### src/rtl/doorbell_pkg.sv
package doorbell_pkg;

   // Layout of one ring / acknowledge word
   localparam int unsigned REG_W    = 32;
   localparam int unsigned TRIG_BIT = 0;
   localparam int unsigned SRC_LSB  = 4;
   localparam int unsigned SRC_W    = REG_W - SRC_LSB;

   // Which register bank an access lands in
   typedef enum logic [1:0] {
      ACC_NONE = 2'd0,
      ACC_RING = 2'd1,
      ACC_ACK  = 2'd2
   } acc_kind_e;

endpackage

### src/rtl/doorbell_decode.sv
module doorbell_decode
   import doorbell_pkg::*;
#(
   parameter int unsigned NUM_CORES = 2,
   parameter int unsigned ADDR_W    = 8,
   parameter int unsigned ACK_BASE  = 16,
   localparam int unsigned IDX_W    = (NUM_CORES > 1) ? $clog2(NUM_CORES) : 1
) (
   input  logic [ADDR_W-1:0]    addr,
   output logic [NUM_CORES-1:0] ring_hit,
   output logic [NUM_CORES-1:0] ack_hit,
   output acc_kind_e            kind,
   output logic [IDX_W-1:0]     idx
);

   // One comparator per register; the match vectors drive the write enables
   for (genvar k = 0; k < NUM_CORES; k++) begin : g_match
      assign ring_hit[k] = (addr == ADDR_W'(4 * k));
      assign ack_hit[k]  = (addr == ADDR_W'(ACK_BASE + 4 * k));
   end

   always_comb begin
      if (|ring_hit)     kind = ACC_RING;
      else if (|ack_hit) kind = ACC_ACK;
      else               kind = ACC_NONE;
   end

   // Core index for the read path; a single core needs no encoder
   if (NUM_CORES == 1) begin : g_idx_single
      assign idx = '0;
   end else begin : g_idx_enc
      always_comb begin
         idx = '0;
         for (int k = 0; k < NUM_CORES; k++) begin
            if (ring_hit[k] || ack_hit[k]) idx = IDX_W'(k);
         end
      end
   end

endmodule

### src/rtl/doorbell_slot.sv
module doorbell_slot
   import doorbell_pkg::*;
#(
   parameter int unsigned FLAG_W = SRC_W
) (
   input  logic              clk,
   input  logic              rst_n,
   input  logic              ring_we,
   input  logic              ack_we,
   input  logic [FLAG_W-1:0] bits,
   input  logic              trig,
   output logic [FLAG_W-1:0] flags_q,
   output logic              irq_q
);

   logic [FLAG_W-1:0] set_mask;
   logic [FLAG_W-1:0] clr_mask;
   logic [FLAG_W-1:0] flags_d;

   assign set_mask = ring_we ? bits : '0;
   assign clr_mask = ack_we  ? bits : '0;
   // Clear first, then set: a set arriving with a clear is never lost
   assign flags_d  = (flags_q & ~clr_mask) | set_mask;

   always_ff @(posedge clk) begin
      if (!rst_n) begin
         flags_q <= '0;
         irq_q   <= 1'b0;
      end else begin
         flags_q <= flags_d;
         irq_q   <= ring_we & trig;
      end
   end

   // trigger write is followed by a pulse
   a_r2_pulse_follows_trigger: assert property (@(posedge clk) disable iff (!rst_n)
      (ring_we && trig) |=> irq_q);

   // no pulse without a trigger write
   a_r3_no_pulse_without_trigger: assert property (@(posedge clk) disable iff (!rst_n)
      !(ring_we && trig) |=> !irq_q);

   // written ones stick
   a_r5_set_bits_stick: assert property (@(posedge clk) disable iff (!rst_n)
      ring_we |=> ((flags_q & $past(bits)) == $past(bits)));

   // written zeros keep the old flag
   a_r5_zero_keeps_flag: assert property (@(posedge clk) disable iff (!rst_n)
      (ring_we && !ack_we) |=> ((flags_q & ~$past(bits)) == ($past(flags_q) & ~$past(bits))));

   // acknowledged flags are cleared
   a_r6_ack_clears: assert property (@(posedge clk) disable iff (!rst_n)
      (ack_we && !ring_we) |=> ((flags_q & $past(bits)) == '0));

   // flags hold when this slot is not written
   a_r10_idle_hold: assert property (@(posedge clk) disable iff (!rst_n)
      !(ring_we || ack_we) |=> $stable(flags_q));

endmodule

### src/rtl/doorbell_rdmux.sv
module doorbell_rdmux
   import doorbell_pkg::*;
#(
   parameter int unsigned NUM_CORES = 2,
   localparam int unsigned IDX_W    = (NUM_CORES > 1) ? $clog2(NUM_CORES) : 1
) (
   input  logic                              clk,
   input  logic                              rst_n,
   input  logic                              rd_en,
   input  acc_kind_e                         kind,
   input  logic [IDX_W-1:0]                  idx,
   input  logic [NUM_CORES-1:0][SRC_W-1:0]   flags,
   output logic [REG_W-1:0]                  rdata
);

   logic [SRC_W-1:0] sel;
   assign sel = flags[idx];

   // Registered read; the value is the one before this cycle's write
   always_ff @(posedge clk) begin
      if (!rst_n) begin
         rdata <= '0;
      end else if (rd_en && (kind != ACC_NONE)) begin
         rdata <= {sel, {SRC_LSB{1'b0}}};
      end else begin
         rdata <= '0;
      end
   end

endmodule

### src/rtl/core_doorbell_regs.sv
module core_doorbell_regs
   import doorbell_pkg::*;
#(
   parameter int unsigned NUM_CORES = 2,
   parameter int unsigned ADDR_W    = 8,
   parameter int unsigned ACK_BASE  = 16
) (
   input  logic                 clk,
   input  logic                 rst_n,
   input  logic [ADDR_W-1:0]    bus_addr,
   input  logic                 bus_wr_en,
   input  logic [REG_W-1:0]     bus_wdata,
   input  logic                 bus_rd_en,
   output logic [REG_W-1:0]     bus_rdata,
   output logic [NUM_CORES-1:0] core_irq
);

   localparam int unsigned IDX_W    = (NUM_CORES > 1) ? $clog2(NUM_CORES) : 1;
   localparam int unsigned RING_END = 4 * NUM_CORES;
   localparam int unsigned ACK_END  = ACK_BASE + 4 * NUM_CORES;

   // Elaboration-time parameter checks
   if (NUM_CORES < 1) begin : g_chk_cores
      $error("core_doorbell_regs: NUM_CORES must be at least 1");
   end
   if ((ACK_BASE % 4) != 0) begin : g_chk_align
      $error("core_doorbell_regs: ACK_BASE must be word aligned");
   end
   if (ACK_BASE < RING_END) begin : g_chk_overlap
      $error("core_doorbell_regs: acknowledge bank overlaps ring bank");
   end
   if (ACK_END > (1 << ADDR_W)) begin : g_chk_space
      $error("core_doorbell_regs: register map exceeds address space");
   end

   logic [NUM_CORES-1:0]            ring_hit;
   logic [NUM_CORES-1:0]            ack_hit;
   acc_kind_e                       kind;
   logic [IDX_W-1:0]                idx;
   logic [NUM_CORES-1:0][SRC_W-1:0] flags_all;

   doorbell_decode #(
      .NUM_CORES (NUM_CORES),
      .ADDR_W    (ADDR_W),
      .ACK_BASE  (ACK_BASE)
   ) u_decode (
      .addr     (bus_addr),
      .ring_hit (ring_hit),
      .ack_hit  (ack_hit),
      .kind     (kind),
      .idx      (idx)
   );

   for (genvar k = 0; k < NUM_CORES; k++) begin : g_slot
      doorbell_slot #(
         .FLAG_W (SRC_W)
      ) u_slot (
         .clk     (clk),
         .rst_n   (rst_n),
         .ring_we (bus_wr_en & ring_hit[k]),
         .ack_we  (bus_wr_en & ack_hit[k]),
         .bits    (bus_wdata[REG_W-1:SRC_LSB]),
         .trig    (bus_wdata[TRIG_BIT]),
         .flags_q (flags_all[k]),
         .irq_q   (core_irq[k])
      );
   end

   doorbell_rdmux #(
      .NUM_CORES (NUM_CORES)
   ) u_rdmux (
      .clk   (clk),
      .rst_n (rst_n),
      .rd_en (bus_rd_en),
      .kind  (kind),
      .idx   (idx),
      .flags (flags_all),
      .rdata (bus_rdata)
   );

   // an address selects at most one register
   a_r1_single_target: assert property (@(posedge clk) disable iff (!rst_n)
      $onehot0({ring_hit, ack_hit}));

   // never more than one core pulsed at once
   a_r2_one_pulse_max: assert property (@(posedge clk) disable iff (!rst_n)
      $onehot0(core_irq));

   // trigger and reserved bits never read back
   a_r4_low_bits_zero: assert property (@(posedge clk) disable iff (!rst_n)
      bus_rdata[SRC_LSB-1:0] == '0);

   // reserved write bits have no visible effect
   a_r4_reserved_ignored: assert property (@(posedge clk) disable iff (!rst_n)
      (bus_wr_en && (|bus_wdata[SRC_LSB-1:TRIG_BIT+1])) |=> (bus_rdata[SRC_LSB-1:TRIG_BIT+1] == '0));

   // no read strobe, zero read data
   a_r4_idle_read_zero: assert property (@(posedge clk) disable iff (!rst_n)
      !bus_rd_en |=> (bus_rdata == '0));

   // unmapped read returns zero
   a_r8_unmapped_read_zero: assert property (@(posedge clk) disable iff (!rst_n)
      (bus_rd_en && kind == ACC_NONE) |=> (bus_rdata == '0));

   // unmapped write is inert
   a_r8_unmapped_write_inert: assert property (@(posedge clk) disable iff (!rst_n)
      (bus_wr_en && kind == ACC_NONE) |=> ((core_irq == '0) && $stable(flags_all)));

endmodule

### config.mk
export PLATFORM = sky130hd
export DESIGN_NAME = core_doorbell_regs
export DESIGN_NICKNAME = d
export VERILOG_FILES = /design/src/rtl/doorbell_pkg.sv /design/src/rtl/doorbell_decode.sv /design/src/rtl/doorbell_slot.sv /design/src/rtl/doorbell_rdmux.sv /design/src/rtl/core_doorbell_regs.sv
export SDC_FILE = /design/constraint.sdc
export NUM_CORES = 1
export LEC_CHECK = 0
export BUFFER_PORTS_ARGS = -buffer_cell sky130_fd_sc_hd__buf_2
export CAP_MARGIN = 10
export CORE_MARGIN = 2
export CORE_UTILIZATION = 58
export CTS_CLUSTER_SIZE = 14
export DETAILED_ROUTE_END_ITERATION = 8
export GPL_TIMING_DRIVEN = 0
export MAX_ROUTING_LAYER = met4
export PLACE_DENSITY = 0.84
export SLEW_MARGIN = 20
export SYNTH_ARGS = -nofsm -noshare
export SYNTH_HDL_FRONTEND = slang
export SYNTH_HIERARCHICAL = 1
export SYNTH_SLANG_ARGS = --single-unit
### constraint.sdc
create_clock -name clk -period 2.5 [get_ports clk]
set_input_delay 0.25 -clock clk [delete_from_list [all_inputs] [get_ports clk]]
set_output_delay 0.25 -clock clk [all_outputs]
set_load 0.03 [all_outputs]
==> results.txt, run 1 <==
In this run the worst hold path is classified as in -> reg. The area of the core is roughly 0.0060 mm². The static power due to leakage is roughly 1.9 nW. In this run the vertical extent of the chip is about 83 µm. In this run, synthesis produced a sequential element count of 86.

The setup TNS after final layout is 0 ps. The TritonCTS clock tree is yes. The area enclosed by the die boundary came out at a little under 0.007 mm². The first-pass GRT wire length came out at approximately 14000 µm. The switching power share of the total came out at 0.232.

The total number of clock tree sinks is 86. The number of warnings reported in the yosys synthesis log is 6. The synthesized design contains 0 enable-type register cells. The tool flagged a number of max-cap violations equal to 0. The share of total power dissipated in combinational logic is 0.052.

The number of antenna diodes came out at 0. The top fanout value on the critical path came out at 10. Pin placement for this block handled 78 I/O pins. The routed layout has 2975 vias. The post-CTS setup buffer count is 0.

The run finished with clean final reports. For this run, the register share of the synthesized area comes to 0.477. The number of nets in the layout came out at 490. The fraction of layout instances using a drive strength above 1 is 0.264. Wires add up to roughly 8200 µm. The average wire length per cell after detail routing came out at 15.6 µm. STA classifies the critical path endpoint as a flip-flop.

For this run, asynchronously set or reset flops after synthesis account for 0. The root buffer cell chosen for the clock tree is sky130_fd_sc_hd__clkbuf_8. After clock tree synthesis, the repair step resized 0 gates. The number of antenna-violating nets in the routed design came out at 0. After technology mapping, the gate count stands at ~360. The remaining routing DRC violations came out at 0. For this run, the total global-route usage over all layers was measured as 0.249. After detailed routing, the number of vias per cell comes to between 5 and 6.

The maximum number of pins on one net before global-route repair is 15. The number of CTS-inserted buffers came out at 9. The global route total overflow is 0.

The hold slack came out at roughly 130 ps. Buffers placed on the I/O ports in this run total 70. The per-instance average area after synthesis is ~10 µm². The relative area change from synthesis to final layout came out at 17.8%. The switching component of the power came out at 0.568 mW. The global placement routability congestion came out at approximately 0.78. The unique cell type count in the Yosys netlist is 21. The die boundary width is between 80 and 90 µm. The initial utilization of the core area, before any placement, comes to 0.606.

The time the worst path needs with I/O delays and setup is roughly 1600 ps. The first-pass iteration count of the detailed router came out at 4. The worst endpoint data arrival time is roughly 1900 ps.

The clock passes through at most 2 buffers. In this run the power density over the cells is 575 mW/mm². Across the VDD grid, the largest voltage drop is approximately 320 µV.

In the synthesized netlist the dominant register cell turns out to be sky130_fd_sc_hd__dfxtp_1. The total design power is approximately 2.4 mW. In the synthesized netlist, the cells that appear most often are sky130_fd_sc_hd__dfxtp_1, sky130_fd_sc_hd__and3_1, sky130_fd_sc_hd__a31o_1, sky130_fd_sc_hd__nand2_1, sky130_fd_sc_hd__nor2_1. Dividing the final minimum period by the clock period gives 0.651.

The count of pins over their slew limit came out at 0. The worst setup skew after layout came out at between 7 and 8 ps. The critical path required time came out at between 2000 and 3000 ps.

The wire-length estimate of the detail-placed layout is 5540 µm. STA classifies the critical path startpoint as an input pin. After clock tree synthesis, the clock-pin slew on the worst setup and hold paths is 80 ps.

The sequential power share came out at 0.560. The critical path in this run is classified as in -> reg. The share of the synthesized area in the top cell type came out at 0.477. Row generation in the floorplan step produced 28 rows. For this block, the initial DRC count from the detailed router was roughly 160.

Internal power comes to 1.88 mW. The number of setup violations in the final report is 0. The portion of total power attributed to the clock network is 0.388. The number of failing hold endpoints at the final stage was 0. The number of global-route vias before repair came out at 2926. After synthesis, the cell types taking the most area are sky130_fd_sc_hd__dfxtp_1, sky130_fd_sc_hd__a31o_1, sky130_fd_sc_hd__and3_1. The initial antenna violation count came out at 0. Static timing analysis puts the maximum clock frequency at between 600 and 700 MHz. Setup repair after global routing left no endpoint under its margin. The biggest area contributor in the post-synthesis netlist is sky130_fd_sc_hd__dfxtp_1. The hold buffer count at cts is 0.

The most common cell in the netlist is sky130_fd_sc_hd__dfxtp_1. The deepest level of the CTS H-tree came out at 3. The later pin in the worst-skew pair is clocked with a latency of 360 ps. The synthesized netlist occupies a cell area of 0.00361 mm².
-- final timing paths --
kind                                                              start                                     end  slack [ps]  cells after the start
worst min register to register   g_slot[0].u_slot/flags_q[5]$_SDFF_PN0_  g_slot[0].u_slot/flags_q[5]$_SDFF_PN0_         480                      1
worst max-delay path                                        bus_addr[1]             u_rdmux/rdata[9]$_SDFF_PN0_         870                      7
worst max register to register  g_slot[1].u_slot/flags_q[24]$_SDFF_PN0_            u_rdmux/rdata[28]$_SDFF_PN0_        1820                      2
worst min-delay path                                       bus_wdata[0]       g_slot[0].u_slot/irq_q$_SDFF_PN0_         130                      2
-- placed cells by master (no fill, tap or decap), types with 4 or more instances in the layout --
| cell type | count |
|---|---|
| sky130_fd_sc_hd__dfxtp_1 | 86 |
| sky130_fd_sc_hd__buf_2 | 74 |
| sky130_fd_sc_hd__and3_1 | 58 |
| sky130_fd_sc_hd__nand2_1 | 56 |
| sky130_fd_sc_hd__a31o_1 | 56 |
| sky130_fd_sc_hd__nor2_1 | 29 |
| sky130_fd_sc_hd__mux2i_1 | 28 |
| sky130_fd_sc_hd__buf_4 | 12 |
| sky130_fd_sc_hd__clkbuf_8 | 9 |
| sky130_fd_sc_hd__buf_6 | 7 |
| sky130_fd_sc_hd__clkbuf_1 | 5 |
| sky130_fd_sc_hd__and2_1 | 4 |
| sky130_fd_sc_hd__buf_8 | 4 |
| sky130_fd_sc_hd__conb_1 | 4 |
-- area by class of cell --
class                      instances  area (µm²)
sequential                        86        1720
fill                             459        1700
timing repair buffer              70         350
clock buffer                      10         128
multi-input combinational        246        1590
tap                               75        93.8
buffer                            33         304
clock inverter                     5        60.1
-- flip-flops by register name (all words and copies together), names as in the netlist --
register and flops:
g_slot.u_slot/irq_q 2, g_slot.u_slot/flags_q 56, u_rdmux/rdata 28
-- cells by family after synthesis --
kind of cell / synth area share
flops: 0.477
buf+inv: 0.0843
simple gates: 0.218
mux: 0.0777
other cells: 0.00104
compound gates: 0.142
-- through the flow --
stage	area [µm²]	cells	setup WS (ps)	util
3_3_place_gp	4060	510	527	0.682
6_report	4250	525	873	0.714
2_1_floorplan	3620	365	775	-
4_1_cts	4250	525	880	0.714
3_5_place_dp	4060	510	501	0.682
5_1_grt	4250	525	808	0.714
-- per-layer routing --
layer,track usage,part of all wire
met1,0.295,0.43
met2,0.404,0.49
met3,0.0547,0.056
met4,0.118,0.022
met5,-,0
-- worst max-delay path, cell delays in order --
cell                      delay, ps
sky130_fd_sc_hd__buf_2          110
sky130_fd_sc_hd__or4b_4         550
sky130_fd_sc_hd__nor4_1         250
sky130_fd_sc_hd__buf_6          240
sky130_fd_sc_hd__buf_12         170
sky130_fd_sc_hd__mux2i_1        230
sky130_fd_sc_hd__nor2_2          60
-- power groups by stage --
stage	logic (mW)	registers [mW]	clock network, mW
3_3_place_gp	0.122	1.40	0
5_1_grt	0.137	1.37	1.02
4_1_cts	0.125	1.37	0.968
6_report	0.127	1.37	0.950
3_5_place_dp	0.124	1.40	0
2_1_floorplan	0.0562	1.40	0
(Power assumes the default switching activity.)
==> inputs of run 2 (changes only) <==
CORE_UTILIZATION = 49   (was 58)
PLACE_DENSITY = 0.76   (was 0.84)
clock period = 1.45 ns   (was 2.5 ns; I/O delays follow)
==> results.txt, run 2 (same netlist as run 1, synthesis figures left out) <==
The area enclosed by the die boundary is 0.00807 mm² (+17%). The post-route worst setup slack is 49.8 ps (-823 ps). The kind of start point of the critical path is an input pin.

The static power due to leakage is 1.91 nW (+2.1%). The number of violations reported at the end of detailed-routing iteration 0 is 120 (-25%). The boundary pin count came out at 78 (unchanged).

The switching component of the power is 0.978 mW (+72%). The count of buffers inserted at the top-level ports was 70 (unchanged). The height of the die came out at 89.8 µm (+8.4%). The number of buffers and inverters on the critical path came out at 3 (unchanged). The sequential power share is 0.561 (about the same). The number of antenna-violating nets in the routed design is 0 (unchanged). In this run the worst hold path is classified as in -> reg.

The first-pass iteration count of the detailed router came out at 4 (unchanged). The switching power share of the total came out at 0.232 (about the same). The total number of clock tree sinks was 86 (unchanged). Leaving out fill and tap cells, the most frequent cell in the layout is sky130_fd_sc_hd__dfxtp_1. The flip-flop count of the largest register after layout came out at 56 (unchanged). The clock latency on the worst-skew pair is 350 ps (about the same). The count of maximum capacitance violations is 0 (unchanged). The detailed-route via count is 2938 (-1.2%). By startpoint and endpoint, the worst setup path is classified as in -> reg. The number of CTS-inserted buffers came to 9 (unchanged). The worst setup slack after placement came out at -377 ps (-878 ps).

The worst setup skew after layout is 14.9 ps (+7.90 ps). The per-cell via count in the routed design came out at 5.31 (-6.2%). The die boundary width is 89.8 µm (+8.4%). The TritonCTS clock tree is yes. The critical path required time came to 1740 ps (-1010 ps). The setup TNS after final layout is 0 ps (unchanged). In the finished design, the share of the clock period the worst path needs comes to 0.966. The highest clock rate came out at 714 MHz.

The initial antenna violation count came to 0 (unchanged). The kind of cell with the highest combined delay along the critical path is simple AND/OR/NAND/NOR gates. The cell area after layout is 0.00440 mm² (+3.4%). The time the worst path needs with I/O delays and setup came out at around 1400 ps. The global placement routability congestion came out at 0.749 (-3.8%).

The number of placement rows came out at 31 (+11%). The highest-delay cell along the critical path is sky130_fd_sc_hd__or4b_4. The number of setup violations in the final report is 0 (unchanged).

The worst-case register-to-register setup slack came to 770 ps (-1050 ps). The routed wire length is 8180 µm (-0.18%). The count of pins over their slew limit came out at 0 (unchanged). The worst voltage drop across the vdd grid is 826 µV (+160%).

The number of antenna diodes came out at 0 (unchanged). The register with the most flip-flops is g_slot.u_slot/flags_q. The worst endpoint data arrival time came out at 1690 ps (-190 ps). In the layout the commonest cells are sky130_fd_sc_hd__dfxtp_1, sky130_fd_sc_hd__buf_2, sky130_fd_sc_hd__and3_1, sky130_fd_sc_hd__nand2_1, sky130_fd_sc_hd__a31o_1.

The top fanout value on the critical path is 10 (unchanged). The type of destination of the critical path is a flip-flop. The relative contribution of combinational cells to total power is 0.055 (+0.003). The largest registers in the layout are g_slot.u_slot/flags_q x56, u_rdmux/rdata x28, g_slot.u_slot/irq_q x2. The first-pass GRT wire length is 13300 µm (-1.6%). The number of failing hold endpoints at the final stage is 0 (unchanged).

Setup repair after global routing could not meet its margin everywhere. The run finished with clean final reports. The estimated wirelength of the detail-placed design came to 5360 µm (-3.3%). The largest buffer count on any clock path came out at 2 (unchanged).

The deepest level of the CTS H-tree is 3 (unchanged). The clock-pin slew on the worst setup and hold paths is 80 ps (about the same). The relative area change from synthesis to final layout is 21.9%. The remaining routing DRC violations is 0 (unchanged). The largest stage delay on the critical path is 570 ps (+20 ps).

The total track usage came to 0.210 (-0.0392). The number of nets in the layout came out at 494 (+0.82%). The initial standard-cell utilization of the core came out at 0.503 (-0.103). The standard cell area after detailed placement was 0.00415 mm² (+2.0%). The maximum number of pins on one net before global-route repair was 15 (unchanged). The signal on the critical path passes through buf_2 -> or4b_4 -> nor2_1 -> and2_1 -> buf_4 -> buf_6 -> and3_1 -> a31o_1.

The share of the core filled with cells is 0.613 (-0.101). The internal power summed over all cells is 3.23 mW (+72%). The power density normalized to cell area was 958 mW/mm² (+66%). The non-filler instance count after layout is 553 (+5.3%). The area of the core came out at 0.00718 mm² (+20%). The average wire length per cell after detail routing came out at 14.8 µm (-5.2%). The master cell of the clock root buffer is sky130_fd_sc_hd__clkbuf_8.

The placed cell count is 534 (+4.7%). The total design power came out at 4.21 mW (+72%). The portion of total power attributed to the clock network is 0.385 (-0.003). The hold slack came out at 42.6 ps (-86.0 ps). The global route total overflow came out at 0 (unchanged).

The number of global-route vias before repair is 2801 (-4.3%). The fraction of layout instances using a drive strength above 1 is 0.289 (+0.0241).
run 2: cell count changes in the layout (fill, tap and decap cells not counted), moves of 2 or more:
| cell | before | now |
|---|---|---|
| sky130_fd_sc_hd__buf_2 | 74 | 72 |
| sky130_fd_sc_hd__buf_6 | 7 | 13 |
| sky130_fd_sc_hd__clkbuf_1 | 5 | 2 |
| sky130_fd_sc_hd__clkbuf_2 | 0 | 2 |
| sky130_fd_sc_hd__nor4_1 | 3 | 0 |
| sky130_fd_sc_hd__nor4_4 | 0 | 2 |
run 2: metal layers:
| layer | share of wire | track usage | routed length (µm) | vias up |
|---|---|---|---|---|
| met5 | 0 | - | 0 | - |
| met4 | 0.013 | 0.0897 | 103 | 0 |
| met3 | 0.049 | 0.0394 | 399 | 9 |
| met2 | 0.47 | 0.348 | 3860 | 71 |
| met1 | 0.47 | 0.252 | 3830 | 1407 |
| li1 | - | - | - | 1451 |
run 2: worst reg2reg max path, stage by stage, from the launching register on:
cell	delay, ps
sky130_fd_sc_hd__dfxtp_1	320
sky130_fd_sc_hd__mux2i_1	150
sky130_fd_sc_hd__nor2_1	80
run 2: path summary, 6_finish.rpt:
kind                                                              start                                      end  cells past startpoint
worst max register to register   g_slot[1].u_slot/flags_q[0]$_SDFF_PN0_              u_rdmux/rdata[4]$_SDFF_PN0_                      2
worst min register to register  g_slot[0].u_slot/flags_q[22]$_SDFF_PN0_  g_slot[0].u_slot/flags_q[22]$_SDFF_PN0_                      1
worst max-delay path                                        bus_addr[1]  g_slot[1].u_slot/flags_q[15]$_SDFF_PN0_                      8
worst min-delay path                                       bus_wdata[0]        g_slot[0].u_slot/irq_q$_SDFF_PN0_                      2
run 2: layout make-up:
cell class                 count  area (µm²)
sequential                    86        1720
multi-input combinational    246        1640
fill                         624        2780
buffer                        33         334
clock buffer                   9         124
tap                           99         124
timing repair buffer          74         393
clock inverter                 6        63.8
run 2: power groups by stage:
stage	logic (mW)	registers [mW]	clock network (mW)
finish	0.230	2.36	1.62
global route	0.245	2.36	1.76
CTS	0.222	2.36	1.65
detailed placement	0.222	2.42	0
global placement	0.220	2.42	0
floorplan	0.101	2.42	0
run 2: timing repair:
item / in CTS / in global routing
hold buffers: 0 / 0
endpoints found under the setup margin: 0 / 51
setup buffers: 0 / 4
resized for setup: 0 / 10
==> inputs of run 3 (changes only) <==
PLACE_DENSITY = default   (was 0.76)
PLACE_DENSITY_LB_ADDON = 0.1   (was default)
==> results.txt, run 3 (same netlist as run 1, synthesis figures left out) <==
The initial antenna violation count is 0 (unchanged). The setup TNS after final layout came to 0 ps (unchanged). The kind of start point of the critical path is an input pin. The number of buffers and inverters on the critical path came out at 3 (unchanged). The count of maximum capacitance violations came out at 0 (unchanged). The worst setup slack after placement is -392 ps (-15.4 ps). The TritonCTS clock tree is yes. The first-pass GRT wire length is 13100 µm (-1.5%). The area enclosed by the die boundary is 0.00807 mm² (unchanged).

The post-route worst setup slack came to 65.8 ps (+16.0 ps). Leaving out fill and tap cells, the most frequent cells in the layout are sky130_fd_sc_hd__dfxtp_1, sky130_fd_sc_hd__buf_2, sky130_fd_sc_hd__and3_1, sky130_fd_sc_hd__nand2_1, sky130_fd_sc_hd__a31o_1. The placed cell count came out at 534 (unchanged). The flip-flop count of the largest register after layout is 56 (unchanged).

The total number of cells along the worst setup path is 7 (-1). The first-pass iteration count of the detailed router came out at 4 (unchanged). The routed wire length came out at 8030 µm (-1.9%). The classification of the worst-slack hold path is in -> reg. The area of the core came out at 0.00718 mm² (unchanged). The global placement routability congestion came out at 0.729 (-2.7%). The tree is rooted in a sky130_fd_sc_hd__clkbuf_8.

The portion of total power attributed to the clock network came out at 0.402 (+0.017). The depth of the most critical reg-to-reg path was 2 (unchanged). The deepest level of the CTS H-tree came out at 3 (unchanged). The remaining routing DRC violations is 0 (unchanged). The height of the die was 89.8 µm (unchanged). The count of pins over their slew limit is 0 (unchanged). The worst voltage drop across the vdd grid was 461 µV (-44%). The cell family contributing the most delay on the critical path is simple AND/OR/NAND/NOR gates.

The clock latency on the worst-skew pair came out at 360 ps (about the same). The flow ran to the end, and the final reports show no timing, DRC or antenna violations. The boundary pin count is 78 (unchanged). The share of the core filled with cells came out at 0.613 (about the same). The fraction of layout instances using a drive strength above 1 is 0.291 (+0.00220). The global-route met3 utilization is 0.0419 (+0.00251). The internal power summed over all cells is 3.31 mW (+2.2%). The relative contribution of combinational cells to total power came out at 0.052 (-0.003). The static power due to leakage is 1.91 nW (+0.14%). The worst setup path is of the in -> reg kind.

The total number of clock tree sinks came out at 86 (unchanged). The top fanout value on the critical path is 10 (unchanged). The total design power is 4.32 mW (+2.7%). The count of buffers inserted at the top-level ports is 70 (unchanged).

The highest-delay cell along the critical path is sky130_fd_sc_hd__or4b_4. g_slot.u_slot/flags_q holds more flip-flops than any other register. The number of failing hold endpoints at the final stage came to 0 (unchanged). The worst setup skew after layout came out at 12.1 ps (-2.79 ps). The highest clock rate is 722 MHz (+1.2%). The post-route clock period utilization is 0.955 (-0.0110).

The library cell used most frequently in the layout, excluding fill and tap cells, is sky130_fd_sc_hd__dfxtp_1. The number of antenna diodes came out at 0 (unchanged). The initial standard-cell utilization of the core is 0.503 (unchanged). The estimated wirelength of the detail-placed design was 5430 µm (+1.3%). The number of antenna-violating nets in the routed design came to 0 (unchanged).

The global route total overflow is 0 (unchanged). The critical path goes through buf_2 -> or4b_4 -> nor4_4 -> buf_6 -> buf_12 -> mux2i_1 -> nor2_1. The worst endpoint data arrival time came to 1630 ps (-60 ps).

The met2 capacity usage during global routing came out at 0.307 (-0.0410). In the final layout, the registers with the most flip-flops are g_slot.u_slot/flags_q x56, u_rdmux/rdata x28, g_slot.u_slot/irq_q x2. The largest stage delay on the critical path came out at 560 ps (about the same). The clock-pin slew on the worst setup and hold paths came out at 80 ps (about the same). The non-filler instance count after layout came to 553 (unchanged). The number of setup violations in the final report was 0 (unchanged). Setup repair after global routing left no endpoint under its margin. The critical path required time came out at 1690 ps (-50 ps).

The average wire length per cell after detail routing came out at 14.5 µm (-1.9%). STA classifies the critical path endpoint as a flip-flop. The number of CTS-inserted buffers came out at 9 (unchanged).

The number of nets in the layout came out at 493 (-0.20%). The total track usage came out at 0.208 (-0.00155). The largest buffer count on any clock path came out at 2 (unchanged). The per-cell via count in the routed design is 5.20 (-2.2%). The detailed-route via count is 2874 (-2.2%).

The sequential power share is 0.546 (-0.015). The number of global-route vias before repair is 2645 (-5.6%). The power density normalized to cell area came out at 984 mW/mm² (+2.7%). The relative area change from synthesis to final layout is 21.8% (about the same). The switching power share of the total is 0.235 (+0.00315).

The number of placement rows is 31 (unchanged). The time the worst path needs with I/O delays and setup is 1380 ps (-16.0 ps). The die boundary width is 89.8 µm (unchanged). The met1 layer usage reported by global route came to 0.281 (+0.0291). In this run the most used layer during global routing was met2. The number of violations reported at the end of detailed-routing iteration 0 came out at 107 (-11%). The hold path depth came out at 2 (unchanged). The switching component of the power is 1.02 mW (+4.0%).

The maximum number of pins on one net before global-route repair came out at 16 (+1).
==> run 3: what timing repair did <==
item	in CTS	in global routing
buffers inserted	0	3
hold buffers	0	0
endpoints found under the hold margin	0	0
endpoints found under the setup margin	5	36
resized for setup	1	9
==> run 3: path summary, 6_finish.rpt <==
check,from,to,slack (ps)
min reg2reg,g_slot[0].u_slot/flags_q[22]$_SDFF_PN0_,g_slot[0].u_slot/flags_q[22]$_SDFF_PN0_,480
max,bus_addr[1],u_rdmux/rdata[18]$_SDFF_PN0_,70
max reg2reg,g_slot[1].u_slot/flags_q[0]$_SDFF_PN0_,u_rdmux/rdata[4]$_SDFF_PN0_,780
min,bus_wdata[0],g_slot[1].u_slot/irq_q$_SDFF_PN0_,40
==> run 3: routing by layer <==
metal	wire length (µm)	up-vias
li1	-	1445
met4	127	0
met1	3880	1344
met3	352	13
met2	3670	72
met5	0	-
==> run 3: final cells by class <==
type / count / area, µm²
Buffer: 33 / 334
Clock buffer: 10 / 138
Clock inverter: 6 / 68.8
Fill cell: 649 / 2780
Multi-Input combinational cell: 246 / 1630
Sequential cell: 86 / 1720
Tap cell: 99 / 124
Timing Repair Buffer: 73 / 377
==> run 3: power groups by stage <==
stage / logic [mW] / clock network, mW / registers [mW]
2_1_floorplan: 0.101 / 0 / 2.42
3_3_place_gp: 0.221 / 0 / 2.42
3_5_place_dp: 0.223 / 0 / 2.42
4_1_cts: 0.224 / 1.77 / 2.36
5_1_grt: 0.246 / 1.89 / 2.36
6_report: 0.226 / 1.74 / 2.36
==> run 3: per-stage QoR <==
step	hold slack, ps	instance area (µm²)
after floorplan	298	3670
after global placement	395	4150
after detailed placement	394	4150
after CTS	21.7	4360
after global routing	27.8	4400
final	37.0	4400
